--- config.mk ---
export PLATFORM = sky130hd
export DESIGN_NAME = uart_rx_marker
export DESIGN_NICKNAME = d
export VERILOG_FILES = /design/src/rtl/rx_pkg.sv /design/src/rtl/rx_sync.sv /design/src/rtl/rx_baud_timer.sv /design/src/rtl/rx_marker_shift.sv /design/src/rtl/uart_rx_marker.sv
export SDC_FILE = /design/constraint.sdc
export NUM_CORES = 1
export LEC_CHECK = 0
export BUFFER_PORTS_ARGS = -buffer_cell sky130_fd_sc_hd__buf_2
export CAP_MARGIN = 30
export CORE_UTILIZATION = 50
export CTS_BUF_LIST = sky130_fd_sc_hd__clkbuf_4 sky130_fd_sc_hd__clkbuf_8
export DETAILED_ROUTE_END_ITERATION = 10
export HOLD_SLACK_MARGIN = 0.08
export PLACE_DENSITY = 0.69
export SETUP_SLACK_MARGIN = 0.4
export SYNTH_ARGS = -nofsm -noshare
export SYNTH_HDL_FRONTEND = slang
export SYNTH_SLANG_ARGS = --single-unit
--- constraint.sdc ---
create_clock -name clk -period 2.2 [get_ports clk]
set_clock_uncertainty 0.05 [all_clocks]
set_input_delay 0.22 -clock clk [delete_from_list [all_inputs] [get_ports clk]]
set_output_delay 0.22 -clock clk [all_outputs]
set_load 0.01 [all_outputs]
--- src/rtl/rx_pkg.sv ---
package rx_pkg;

    typedef enum logic [1:0] {
        ST_IDLE  = 2'd0,
        ST_START = 2'd1,
        ST_SHIFT = 2'd2
    } rx_state_e;

    // Nearest-integer division for clock-to-baud ratios.
    function automatic int div_round(input int num, input int den);
        return (num + den / 2) / den;
    endfunction

endpackage

--- src/rtl/rx_sync.sv ---
module rx_sync #(
    parameter int STAGES = 2
) (
    input  logic clk,
    input  logic rst_n,
    input  logic din,
    output logic dout
);
    logic [STAGES-1:0] stg_d, stg_q;

    generate
        if (STAGES == 1) begin : g_one
            always_comb stg_d = din;
        end else begin : g_many
            always_comb stg_d = {stg_q[STAGES-2:0], din};
        end
    endgenerate

    // Idle line is high, so the flops come out of reset at 1.
    always_ff @(posedge clk or negedge rst_n) begin
        if (!rst_n) stg_q <= '1;
        else        stg_q <= stg_d;
    end

    assign dout = stg_q[STAGES-1];
endmodule

--- src/rtl/rx_baud_timer.sv ---
module rx_baud_timer #(
    parameter int CNT_W = 4
) (
    input  logic             clk,
    input  logic             rst_n,
    input  logic             load,
    input  logic [CNT_W-1:0] load_val,
    output logic             expired,
    output logic [CNT_W-1:0] cnt
);
    logic [CNT_W-1:0] cnt_d, cnt_q;

    always_comb begin
        cnt_d = cnt_q;
        if (load)            cnt_d = load_val;
        else if (cnt_q != 0) cnt_d = cnt_q - 1'b1;
    end

    always_ff @(posedge clk or negedge rst_n) begin
        if (!rst_n) cnt_q <= '0;
        else        cnt_q <= cnt_d;
    end

    assign expired = (cnt_q == '0);
    assign cnt     = cnt_q;
endmodule

--- src/rtl/rx_marker_shift.sv ---
module rx_marker_shift #(
    parameter int W = 9
) (
    input  logic         clk,
    input  logic         rst_n,
    input  logic         arm,
    input  logic         shift_en,
    input  logic         din,
    output logic [W-2:0] data,
    output logic         done
);
    logic [W-1:0] sr_d, sr_q;

    always_comb begin
        sr_d = sr_q;
        // Start bit (0) at the input end, ones elsewhere.
        if (arm)           sr_d = {1'b0, {(W-1){1'b1}}};
        else if (shift_en) sr_d = {din, sr_q[W-1:1]};
    end

    always_ff @(posedge clk or negedge rst_n) begin
        if (!rst_n) sr_q <= '1;
        else        sr_q <= sr_d;
    end

    assign done = ~sr_q[0];
    assign data = sr_q[W-1:1];
endmodule

--- src/rtl/uart_rx_marker.sv ---
module uart_rx_marker
    import rx_pkg::*;
#(
    parameter int CLK_HZ      = 50_000_000,
    parameter int BAUD        = 115_200,
    parameter int DATA_W      = 8,
    parameter int SYNC_STAGES = 2
) (
    input  logic              clk,
    input  logic              rst_n,
    input  logic              rxd_in,
    output logic [DATA_W-1:0] rx_byte,
    output logic              rx_valid,
    output logic              rx_frame_err
);
    localparam int FULL_CNT = div_round(CLK_HZ, BAUD);
    localparam int HALF_CNT = div_round(CLK_HZ, 2 * BAUD);
    localparam int CNT_W    = $clog2(FULL_CNT);
    localparam int SR_W     = DATA_W + 1;

    typedef struct packed {
        rx_state_e         state;
        logic [DATA_W-1:0] byte_out;
        logic              valid;
        logic              ferr;
    } ctrl_t;

    ctrl_t ctrl_d, ctrl_q;

    logic              rxs;
    logic              tmr_load;
    logic [CNT_W-1:0]  tmr_val;
    logic              tmr_exp;
    logic [CNT_W-1:0]  tmr_cnt;
    logic              sr_arm;
    logic              sr_shift;
    logic [DATA_W-1:0] sr_data;
    logic              sr_done;

    rx_sync #(.STAGES(SYNC_STAGES)) u_sync (
        .clk  (clk),
        .rst_n(rst_n),
        .din  (rxd_in),
        .dout (rxs)
    );

    rx_baud_timer #(.CNT_W(CNT_W)) u_timer (
        .clk     (clk),
        .rst_n   (rst_n),
        .load    (tmr_load),
        .load_val(tmr_val),
        .expired (tmr_exp),
        .cnt     (tmr_cnt)
    );

    rx_marker_shift #(.W(SR_W)) u_shift (
        .clk     (clk),
        .rst_n   (rst_n),
        .arm     (sr_arm),
        .shift_en(sr_shift),
        .din     (rxs),
        .data    (sr_data),
        .done    (sr_done)
    );

    always_comb begin
        ctrl_d       = ctrl_q;
        ctrl_d.valid = 1'b0;
        ctrl_d.ferr  = 1'b0;
        tmr_load     = 1'b0;
        tmr_val      = CNT_W'(FULL_CNT - 1);
        sr_arm       = 1'b0;
        sr_shift     = 1'b0;
        unique case (ctrl_q.state)
            ST_IDLE: begin
                if (!rxs) begin
                    tmr_load     = 1'b1;
                    tmr_val      = CNT_W'(HALF_CNT - 1);
                    ctrl_d.state = ST_START;
                end
            end
            ST_START: begin
                if (rxs) begin
                    ctrl_d.state = ST_IDLE;
                end else if (tmr_exp) begin
                    tmr_load     = 1'b1;
                    sr_arm       = 1'b1;
                    ctrl_d.state = ST_SHIFT;
                end
            end
            ST_SHIFT: begin
                if (tmr_exp) begin
                    if (sr_done) begin
                        if (rxs) begin
                            ctrl_d.byte_out = sr_data;
                            ctrl_d.valid    = 1'b1;
                        end else begin
                            ctrl_d.ferr     = 1'b1;
                        end
                        ctrl_d.state = ST_IDLE;
                    end else begin
                        sr_shift = 1'b1;
                        tmr_load = 1'b1;
                    end
                end
            end
            default: ctrl_d.state = ST_IDLE;
        endcase
    end

    always_ff @(posedge clk or negedge rst_n) begin
        if (!rst_n) begin
            ctrl_q.state    <= ST_IDLE;
            ctrl_q.byte_out <= '0;
            ctrl_q.valid    <= 1'b0;
            ctrl_q.ferr     <= 1'b0;
        end else begin
            ctrl_q <= ctrl_d;
        end
    end

    assign rx_byte      = ctrl_q.byte_out;
    assign rx_valid     = ctrl_q.valid;
    assign rx_frame_err = ctrl_q.ferr;
endmodule

# --- Word-level counts from Yosys, hierarchy flattened ---
# Index checks and enable logic that the tools add are counted.
word_totals:
  ff_bits: 32
  out_inout_bits: 10
  elab_cells: 44
  input_bits: 3
classes:
  bitwise: 1
  eq_ne: 6
  n_addsub: 1
  reduce_logical: 7
  muxes: 22
op_table:
  columns: ["op", "count"]
  rows:
  - ["$mux W9", 7]
  - ["$mux W12", 2]
  - ["$logic_not A9 Y1", 1]
  - ["$reduce_bool A9 Y1", 1]
  - ["$sub A9 B1 Y9 const B", 1]
  - ["$mux W2", 4]
  - ["$reduce_and A4 Y1", 2]
  - ["$mux W1", 7]
  - ["$ne A2 B2 Y1 const B", 3]
  - ["$pmux W2 S3", 1]
  - ["$reduce_bool A2 Y1", 2]
  - ["$ne A3 B2 Y1 const B", 1]
  - ["$pmux W1 S3", 1]
  - ["$eq A2 B1 Y1 const B", 1]
  - ["$eq A2 B2 Y1 const B", 1]
  - ["$logic_not A2 Y1", 1]
  - ["$not A1 Y1", 1]

# --- Longest topological paths before layout ---
# Gate-level depths: netlist of run 1.
depth:
  word_depth: 5
  mapped_depth: 8
  ltp_nobuf: 6

# --- By module ---
# From an unflattened synthesis of run 1, not the netlist that was laid out.
hier_totals:
  cells_unflattened: 143
  hier_area_um2: 1582.8
modules_own_cells:
  columns: ["mod", "area_each_um2", "seq_area_each_um2", "instances", "cells_each"]
  rows:
  - ["uart_rx_marker", 559.3, 300.3, 1, 46]
  - ["rx_baud_timer", 534.3, 225.2, 1, 57]
  - ["rx_marker_shift", 436.7, 236.5, 1, 38]
  - ["rx_sync", 52.6, 52.6, 1, 2]

# --- Least setup slack after synthesis of run 1 ---
# Ideal clock, no wire load.
synth_path:
  kind: "reg-to-reg"
  start: "reg u_timer.cnt_q[6], in the netlist u_timer.cnt[6]"
  end: "reg ctrl_q (netlist bit rx_byte[0])"
  period_less_slack_ps: 1714
  slack_ps: 486
  stages_incl_launch_ff: 5
  setup_time_ps: 125
  n_path_buf: 0
  arrival_ps: 1539
  required_ps: 2025
  path_cell_list: "dfrtp_1 -> or3_4 -> nor3_4 -> nand3_4 -> mux2_4"
synth_via:
  elab_chain_len: 2
synth_lines:
  columns: ["element", "line", "rtl"]
  rows:
  - ["start, declared", "rx_baud_timer.sv:11", "logic [CNT_W-1:0] cnt_d, cnt_q;"]
  - ["start signal, assigned", "rx_baud_timer.sv:21", "else cnt_q <= cnt_d;"]
  - ["$logic_not A9 Y1", "rx_baud_timer.sv:24", "assign expired = (cnt_q == '0);"]
  - ["$reduce_and A4 Y1 (no line)", null, null]
  - ["end signal, assigned", "uart_rx_marker.sv:118", "ctrl_q <= ctrl_d;"]
  - ["end, declared", "uart_rx_marker.sv:28", "ctrl_t ctrl_d, ctrl_q;"]
# No other way between the ends.
# A chain may end at the register's enable or synchronous reset.

# --- Final worst setup path of run 1 ---
layout_path:
  start: "reg u_timer.cnt_q[2], in the netlist u_timer.cnt[2]"
  end: "reg u_timer.cnt_q[7], in the netlist u_timer.cnt[7]"
layout_via:
  elab_chain_len: 5
  word_cells_on_any_way: 10
  cone_classes: "add/sub (1); mux (6); reduce/logical (3)"
layout_lines:
  columns: ["element"]
  rows:
  - ["parallel branches: the longest is 5 deep, another holds $sub A9 B1 Y9"]
# Several ways; the timed one is not identified. The select of a mux whose other input is x is not followed.

==> results of run 1 <==
[stage by stage]
step | util | setup WS, ns
after floorplan | - | 0.486
after global placement | 0.553 | 0.381
after detailed placement | 0.553 | 0.346
after CTS | 0.602 | 0.403
after global routing | 0.636 | 0.341
final | 0.636 | 0.410
[synthesized netlist by cell type (3+ instances only)]
cell type / n
dfrtp_1: 21
dfstp_2: 11
o21ai_0: 4
nand2_1: 5
nor4_1: 3
nand3_1: 3
a21oi_1: 11
mux2_4: 8
nor2_1: 24
buf_4: 9
[power by group through the flow]
| stage | clock, W | sequential (W) | combinational [W] |
|---|---|---|---|
| after floorplan | 0 | 0.000692 | 0.000192 |
| after global placement | 0 | 0.000702 | 0.000226 |
| after detailed placement | 0 | 0.000702 | 0.000231 |
| after CTS | 0.000453 | 0.000692 | 0.000269 |
| after global routing | 0.000479 | 0.000708 | 0.000376 |
| final | 0.000444 | 0.000702 | 0.000349 |
[kinds of logic (layout without fill, tap and decap cells)]
logic type	count (synthesis)	in the layout	share of synthesized area
buf+inv	14	36	0.0654
xor+xnor	2	2	0.0113
fa+ha+maj	1	1	0.00807
compound gates	25	25	0.114
flops	32	32	0.525
simple gates	51	51	0.185
mux	10	10	0.0912
[layer usage]
| layer | vias up | part of all wire | global-route usage |
|---|---|---|---|
| met2 | 33 | 0.50 | 0.326 |
| met1 | 516 | 0.44 | 0.258 |
| li1 | 506 | - | - |
| met4 | 0 | 0.014 | 0.0714 |
| met5 | - | 0 | 0 |
| met3 | 6 | 0.047 | 0.0603 |
[repair_timing]
item,4_1_cts,5_1_grt
endpoints found under the hold margin,22,0
hold buffers,2,0
setup buffers,4,5
pin swaps,3,3
endpoints found under the setup margin,16,18
gates resized for setup,3,8
[worst reg2reg max path, delay by kind of cell, from the launching register on]
| kind | cells | cell delay [ns] |
|---|---|---|
| simple gates | 3 | 1.04 |
| flops | 1 | 0.45 |
| compound gates | 1 | 0.19 |
[registers in the layout (all words and copies together), names as in the netlist]
signal,cells
u_shift.sr_q,9
rx_frame_err,1
rx_byte,8
ctrl_q,2
u_sync.stg_q,2
u_timer.cnt,9
rx_valid,1
[final timing paths]
path / from / slack (ns) / to / depth (start not counted)
worst max-delay path: u_timer.cnt[2] / 0.41 / u_timer.cnt[7] / 4
worst min-delay path: u_sync.stg_q[0] / 0.31 / u_sync.stg_q[1] / 0
worst max register to register: u_timer.cnt[2] / 0.41 / u_timer.cnt[7] / 4
worst min register to register: u_sync.stg_q[0] / 0.31 / u_sync.stg_q[1] / 0
max in group asynchronous: rst_n / 1.28 / rx_byte[6] / 2
min in group asynchronous: rst_n / 0.40 / ctrl_q[10] / 2
[cell type report]
class	instances	area (um^2)
multi-input cells	89	677
inverters	2	7.51
fillers	226	1040
flip-flops and latches	32	815
clock inverters	2	35.0
well taps	31	38.8
clock buffers	6	45.0
repair buffers	26	195
==> flow_summary.toml, run 1 <==
[routing]
vias = 1061
wl_per_cell_um = 16.1
drc_errors = 2
ant_nets = 0
via_per_inst = 5.64
dr.pass1.iters = 7
drtIter0Drc = 61
wirelength_mm = 3.03

[synthesis]
synth_nets = 139
synth_top_area_frac = 0.339
synth_largest_area_cell = "dfrtp_1"
synthTopCellsByArea = "dfrtp_1, dfstp_2, mux2_4"
yosysSeqAreaShare = 0.525
yosysUniqueCellTypes = 42
synthCells = 135
syn_area_per_cell_um2 = 11.5
synth_area_um2 = 1550
ys_ff_latch = 32
synth_flop_cell = "dfrtp_1"
async_flop_share = 1.00
ys_warn_count = 0
synth_edf_count = 0

[grt]
grt_antenna_before_repair = 0
grt_overflow = 0
grt_pass1_vias = 1046
grt_pass1_wl_mm = 4.90
grt_use_total = 0.201
grt_max_degree = 33

[worst_setup_path]
arrival_ns = 2.00
required_ns = 2.41
cp_slowest_cell = "nor3_1"
worst_path_largest_cell_delay_ns = 0.47
critPathMaxFanout = 4
critical_path.cell_chain = "nor3_1 > o31ai_4 > or4_1 > nand3_1"
crit_family = "simple AND/OR/NAND/NOR gates"
crit_path_start_kind = "flip-flop"
cp-end-kind = "flip-flop"
crit_type = "flip-flop to flip-flop"
critPathBufInv = 0

[clock_network]
cts_max_path_buffers = 2
cts_root_buffer = "clkbuf_4"
h-tree-depth = 2
numCtsBuffers = 5
cts_sinks = 32
clk_pin_slew_ns = 0.10
tritoncts = "built"
clk_latency_ns = 0.33

[pwr]
power_leakage_nw = 0.838
p_switching_w = 0.000432
total_power_w = 0.00149
powerDensity_nw_per_um2 = 824
combPwrFrac = 0.234
peakVddDrop_mv = 0.506
power_frac_clock = 0.297
p_seq_frac = 0.469
internal_power_w = 0.00106
sw_frac_of_total = 0.289

[cells_and_area]
stdcell_count = 188
antennaDiodeCount = 0
syn_to_final_growth_pct = 16.9
layout_common_cells = "nor2_1, dfrtp_1, buf_2, a21oi_1, dfstp_2"
drive_gt1_frac = 0.427
final_cell_area_um2 = 1810
finalNetCount = 160
mostFrequentLayoutCell = "nor2_1"

[floorplan]
fp-row-count = 19
coreArea_um2 = 2850
pin_count = 13
initial_core_util = 0.543
dieArea_um2 = 3330
die_h_um = 57.7
die_x_um = 57.7

[sta]
max_slew_margin = 0.562
clock.fmax_ghz = 0.559
finalSetupViolCount = 0
totalNegativeSetupSlack_ns = 0
rsz0062_at_grt = "true"
min_period_ns = 1.79
worst_slew_pin_slew_ns = 0.656
fin_crit_sh = 0.814
finalHoldViolCount = 0
slew_viol_final = 0
whs_ns = 0.311

[placement]
post-place-cells = 169
port_buffers = 12
place_congestion = 0.819
dpl_cell_area_um2 = 1580
hpwl_mm = 1.86

[min_path]
hold_class = "flip-flop to flip-flop"

[status]
failed_checks = "design-rule violations"
status = "finished, violations left"

[run]
drv_cap = 0
(Power assumes the default switching activity.)
==> run 2: changes to the inputs <==
- ABC_AREA: unset -> 1
- PLACE_DENSITY: 0.69 -> 0.71
- clock period: 2.2 -> 1.5 ns (I/O delays scaled with it)
==> run 2 against run 1 <==
Against the previous run: the flow now finishes without violations; routed wire length rose by 14%; flip-flop and latch count did not move; fmax rose by 23%; via count rose by 22%; global-route usage rose by 1.4 points; non-clock buffer count rose by 12; critical endpoint is now ctrl_q[11]; largest power group unchanged.
==> flow_summary.toml, run 2 <==
[status]
status = "completed"

[grt]
grt_antenna_before_repair = 0
grt_pass1_wl_mm = 5.39
grt_pass1_vias = 1265
grt_overflow = 0
grt_use_total = 0.215
grt_max_degree = 21

[clock_network]
tritoncts = "built"
clk_pin_slew_ns = 0.11
cts_max_path_buffers = 2
cts_sinks = 32
clk_latency_ns = 0.35
cts_root_buffer = "clkbuf_4"
numCtsBuffers = 5
h-tree-depth = 2

[worst_setup_path]
critical_path.cell_chain = "inv_2 > ha_4 > nand2_4 > nor2_4 > nand3_4 > inv_6 > buf_6 > nand2_2 > nand3_2 > nand2_1"
cp-end-kind = "flip-flop"
worst_path_largest_cell_delay_ns = 0.39
crit_type = "flip-flop to flip-flop"
critPathBufInv = 3
arrival_ns = 1.64
critPathMaxFanout = 3
ff2ff_setup_slack_ns = 0.04
crit_family = "simple AND/OR/NAND/NOR gates"
required_ns = 1.68
crit_path_start_kind = "flip-flop"
cp_slowest_cell = "dfrtp_1"

[pwr]
combPwrFrac = 0.279
p_switching_w = 0.000702
sw_frac_of_total = 0.323
total_power_w = 0.00217
power_frac_clock = 0.261
power_leakage_nw = 1.14
peakVddDrop_mv = 0.832
powerDensity_nw_per_um2 = 1050
internal_power_w = 0.00147
p_seq_frac = 0.460

[synthesis]
syn_area_per_cell_um2 = 8.85
synthTopCellsByCount = "nand2_1, inv_1, dfrtp_1, o21ai_2, nand3_1"
synth_largest_area_cell = "dfrtp_1"
ys_ff_latch = 32
async_flop_share = 1.00
synth-compound-area-share = 0.100
synthCells = 186
synth_nets = 190
yosysUniqueCellTypes = 26
synth_area_um2 = 1650
synth-xor-area-share = 0.00532
synthMuxAreaShare = 0
synthMostInstantiatedCell = "nand2_1"
ys_warn_count = 0
synthTopCellsByArea = "dfrtp_1, dfstp_2, nand2_1"
yosys.area_share.simple = 0.255
synth_flop_cell = "dfrtp_1"
synth_top_family_by_area = "simple AND/OR/NAND/NOR gates"
yosys.area_share.adder = 0.00760
synth_top_area_frac = 0.319
synth_edf_count = 0
yosysSeqAreaShare = 0.495

[min_path]
hold_class = "input port to async pin"

[floorplan]
die_h_um = 59.4
coreArea_um2 = 3080
fp-row-count = 20
initial_core_util = 0.535
pin_count = 13
dieArea_um2 = 3530
die_x_um = 59.4

[run]
drv_cap = 0

[sta]
min_period_ns = 1.46
worst_slew_pin_slew_ns = 0.431
clock.fmax_ghz = 0.686
rsz0062_at_grt = "true"
slew_viol_final = 0
finalHoldViolCount = 0
totalNegativeSetupSlack_ns = 0
finalSetupViolCount = 0
max_slew_margin = 0.713
fin_crit_sh = 0.971

[routing]
wl_per_cell_um = 13.1
via_per_inst = 4.87
drc_errors = 0
vias = 1290
ant_nets = 0
wirelength_mm = 3.47
drtIter0Drc = 60
dr.pass1.iters = 4

[cells_and_area]
antennaDiodeCount = 0
syn_to_final_growth_pct = 26.1
finalNetCount = 224
final_util = 0.675
layout_common_cells = "nand2_1, inv_1, dfrtp_1, buf_4, o21ai_2"
stdcell_count = 265
drive_gt1_frac = 0.489
final_cell_area_um2 = 2080
mostFrequentLayoutCell = "nand2_1"

[placement]
port_buffers = 12
place_congestion = 0.760
dpl_cell_area_um2 = 1800
hpwl_mm = 2.09
post-place-cells = 242
==> run 2: worst reg2reg max path: stages (launching register included) <==
cell and delay [ns]:
dfrtp_1 0.39, inv_2 0.08, ha_4 0.15, nand2_4 0.05, nor2_4 0.12, nand3_4 0.13
inv_6 0.12, buf_6 0.12, nand2_2 0.05, nand3_2 0.05, nand2_1 0.05
==> run 2: final cells by class <==
class,count,area (um^2)
Tap cell,44,55.1
Fill cell,241,1000
Sequential cell,32,815
Clock buffer,8,66.3
Inverter,34,133
Timing Repair Buffer,38,297
Multi-Input combinational cell,109,712
==> run 2: power groups by stage <==
stage          sequential [W]  clock [W]  combinational [W]
2_1_floorplan         0.00102          0           0.000313
3_3_place_gp          0.00102          0           0.000440
3_5_place_dp          0.00103          0           0.000464
4_1_cts               0.00100   0.000574           0.000558
5_1_grt               0.00101   0.000607           0.000677
6_report              0.00100   0.000567           0.000607
==> run 2: cell families (layout without fill, tap and decap cells) <==
kind of cell / Yosys count / in the layout
XOR/XNOR: 1 / 1
AO/OA/AOI/OAI: 21 / 21
AND/OR/NAND/NOR: 85 / 86
flip-flops: 32 / 32
buffers and inverters: 46 / 80
adder cells (fa/ha/maj): 1 / 1
==> run 2: path summary, 6_finish.rpt <==
kind,from,endpoint,cells past startpoint
setup / recovery,u_timer.cnt[0],ctrl_q[11],10
setup reg to reg,u_timer.cnt[0],ctrl_q[11],10
max in group asynchronous,rst_n,u_shift.sr_q[4],3
hold / removal,rst_n,u_timer.cnt[2],2
hold reg to reg,u_sync.stg_q[0],u_sync.stg_q[1],0
min in group clk,u_sync.stg_q[0],u_sync.stg_q[1],0
==> run 2: repair_timing <==
item,in CTS,in global routing
gates resized for setup,9,14
setup endpoints to repair,31,36
gates cloned,0,1
hold endpoints to repair,27,0
hold buffers,2,0
setup buffers,6,6
pin swaps,2,1
==> run 2: through the flow <==
stage               hold slack (ns)  setup WS (ns)
detailed placement           0.0578         0.0348
finish                        0.202         0.0433
global route                  0.242        -0.0432
global placement             0.0528         0.0850
CTS                           0.214         0.0958
floorplan                    -0.196         0.0847
==> run 2: layer usage <==
| metal | global-route usage | vias to the layer above | share of wire |
|---|---|---|---|
| met5 | 0 | - | 0 |
| met4 | 0.177 | 0 | 0.035 |
| met3 | 0.0568 | 12 | 0.031 |
| met2 | 0.321 | 27 | 0.49 |
| met1 | 0.259 | 616 | 0.44 |
| li1 | - | 635 | - |
==> run 3: changes to the inputs <==
- CORE_MARGIN: unset -> 1.5
==> run 3 against run 2 <==
Against the previous run: non-clock buffer count is the same; die area grew 3.4%; clock-buffer cell count is the same; fmax shrank 0.79%; sequential share of layout area shrank 1.7 points; combinational power grew 7.4%; register-to-register slack is essentially flat; final cell count is the same; worst setup slack lost 0.012 ns; clock power shrank 3%; critical path type unchanged; largest power group unchanged.
==> flow_summary.toml, run 3 (same netlist as run 2, synthesis figures left out) <==
[worst_setup_path]
critPathMaxFanout = 3
required_ns = 1.69
reg2reg_depth = 10
arrival_ns = 1.65
cp-end-kind = "flip-flop"
crit_type = "flip-flop to flip-flop"
crit_path_start_kind = "flip-flop"

[sta]
clock.fmax_ghz = 0.681
worst_slew_pin_slew_ns = 0.697
slew_viol_final = 0
fin_crit_sh = 0.979
min_period_ns = 1.47
max_slew_margin = 0.536
whs_ns = 0.312
rsz0062_at_grt = "true"
finalHoldViolCount = 0
finalSetupViolCount = 0

[cells_and_area]
mostFrequentLayoutCell = "nand2_1"
syn_to_final_growth_pct = 32.1
final_cell_area_um2 = 2180
drive_gt1_frac = 0.575
antennaDiodeCount = 0
finalNetCount = 224
layout_common_cells = "nand2_1, inv_1, dfrtp_1, buf_4, o21ai_2"

[floorplan]
coreArea_um2 = 3100
initial_core_util = 0.531
pin_count = 13
die_h_um = 60.4
dieArea_um2 = 3650
fp-row-count = 20
die_x_um = 60.4

[clock_network]
cts_sinks = 32
cts_root_buffer = "clkbuf_4"
cts_max_path_buffers = 2
clk_latency_ns = 0.35
tritoncts = "built"
numCtsBuffers = 5
h-tree-depth = 2
clk_pin_slew_ns = 0.09

[routing]
drtIter0Drc = 35
dr.pass1.iters = 6
wirelength_mm = 3.43
ant_nets = 0
vias = 1309
via_per_inst = 4.94
drc_errors = 0
wl_per_cell_um = 13.0

[grt]
grt_use_total = 0.205
grt_max_degree = 33
grt_pass1_vias = 1258
grt_pass1_wl_mm = 5.41
grt_antenna_before_repair = 0
grt_overflow = 0

[pwr]
internal_power_w = 0.00151
p_seq_frac = 0.462
peakVddDrop_mv = 0.821
power_frac_clock = 0.247
combPwrFrac = 0.292
p_switching_w = 0.000727
powerDensity_nw_per_um2 = 1030
power_leakage_nw = 1.16
sw_frac_of_total = 0.325

[min_path]
hold_path_depth = 0
hold_class = "flip-flop to flip-flop"

[run]
drv_cap = 0

[placement]
port_buffers = 12
place_congestion = 0.868
dpl_cell_area_um2 = 1770
hpwl_mm = 1.97

[status]
status = "completed"
run 3: stage by stage:
| stage | setup slack (ns) | util | power [W] | setup TNS, ns | cells |
|---|---|---|---|---|---|
| floorplan | 0.0847 | - | 0.00134 | 0 | 186 |
| global placement | 0.0628 | 0.571 | 0.00145 | 0 | 240 |
| detailed placement | 0.0284 | 0.571 | 0.00146 | 0 | 240 |
| CTS | 0.0922 | 0.646 | 0.00212 | 0 | 256 |
| global route | -0.0434 | 0.701 | 0.00236 | -0.327 | 265 |
| finish | 0.0318 | 0.701 | 0.00223 | 0 | 265 |
run 3: repair_timing:
item,CTS,global route
gates resized for setup,24,29
hold buffers,2,0
endpoints found under the setup margin,30,35
cloned,0,1
hold endpoints to repair,22,0
setup buffers,6,8
pin swaps,6,11
run 3: final timing paths:
path | startpoint | to | slack [ns]
worst min register to register | u_sync.stg_q[0] | u_sync.stg_q[1] | 0.31
worst min-delay path | u_sync.stg_q[0] | u_sync.stg_q[1] | 0.31
worst max register to register | u_timer.cnt[0] | ctrl_q[11] | 0.03
worst max-delay path | u_timer.cnt[0] | ctrl_q[11] | 0.03
max in group asynchronous | rst_n | u_timer.cnt[4] | 0.60
min in group asynchronous | rst_n | u_timer.cnt[6] | 0.32
run 3: critical path: stages (launching register included):
cell and delay, ns:
dfrtp_1 0.40, inv_2 0.09, ha_4 0.17, nand2_4 0.05
nor2_4 0.13, nand3_4 0.11, inv_6 0.11, buf_6 0.11
nand2_2 0.04, nand3_2 0.04, nand2_1 0.05
run 3: power by group through the flow:
stage,registers (W),logic [W],clock network [W]
3_3_place_gp,0.00102,0.000428,0
2_1_floorplan,0.00102,0.000313,0
6_report,0.00103,0.000652,0.000551
4_1_cts,0.00101,0.000552,0.000563
3_5_place_dp,0.00102,0.000439,0
5_1_grt,0.00104,0.000718,0.000601
run 3: area by class of cell:
type	instances	area, um^2
fill	233	927
clock buffer	8	66.3
sequential	32	816
inverter	34	133
tap	44	55.1
timing repair buffer	38	284
multi-input combinational	109	822
run 3: per-layer routing:
layer | part of all wire | wire (um) | global-route usage
met1 | 0.43 | 1480 | 0.247
met2 | 0.50 | 1710 | 0.328
met3 | 0.045 | 155 | 0.0682
met4 | 0.025 | 87 | 0.105
met5 | 0 | 0 | 0
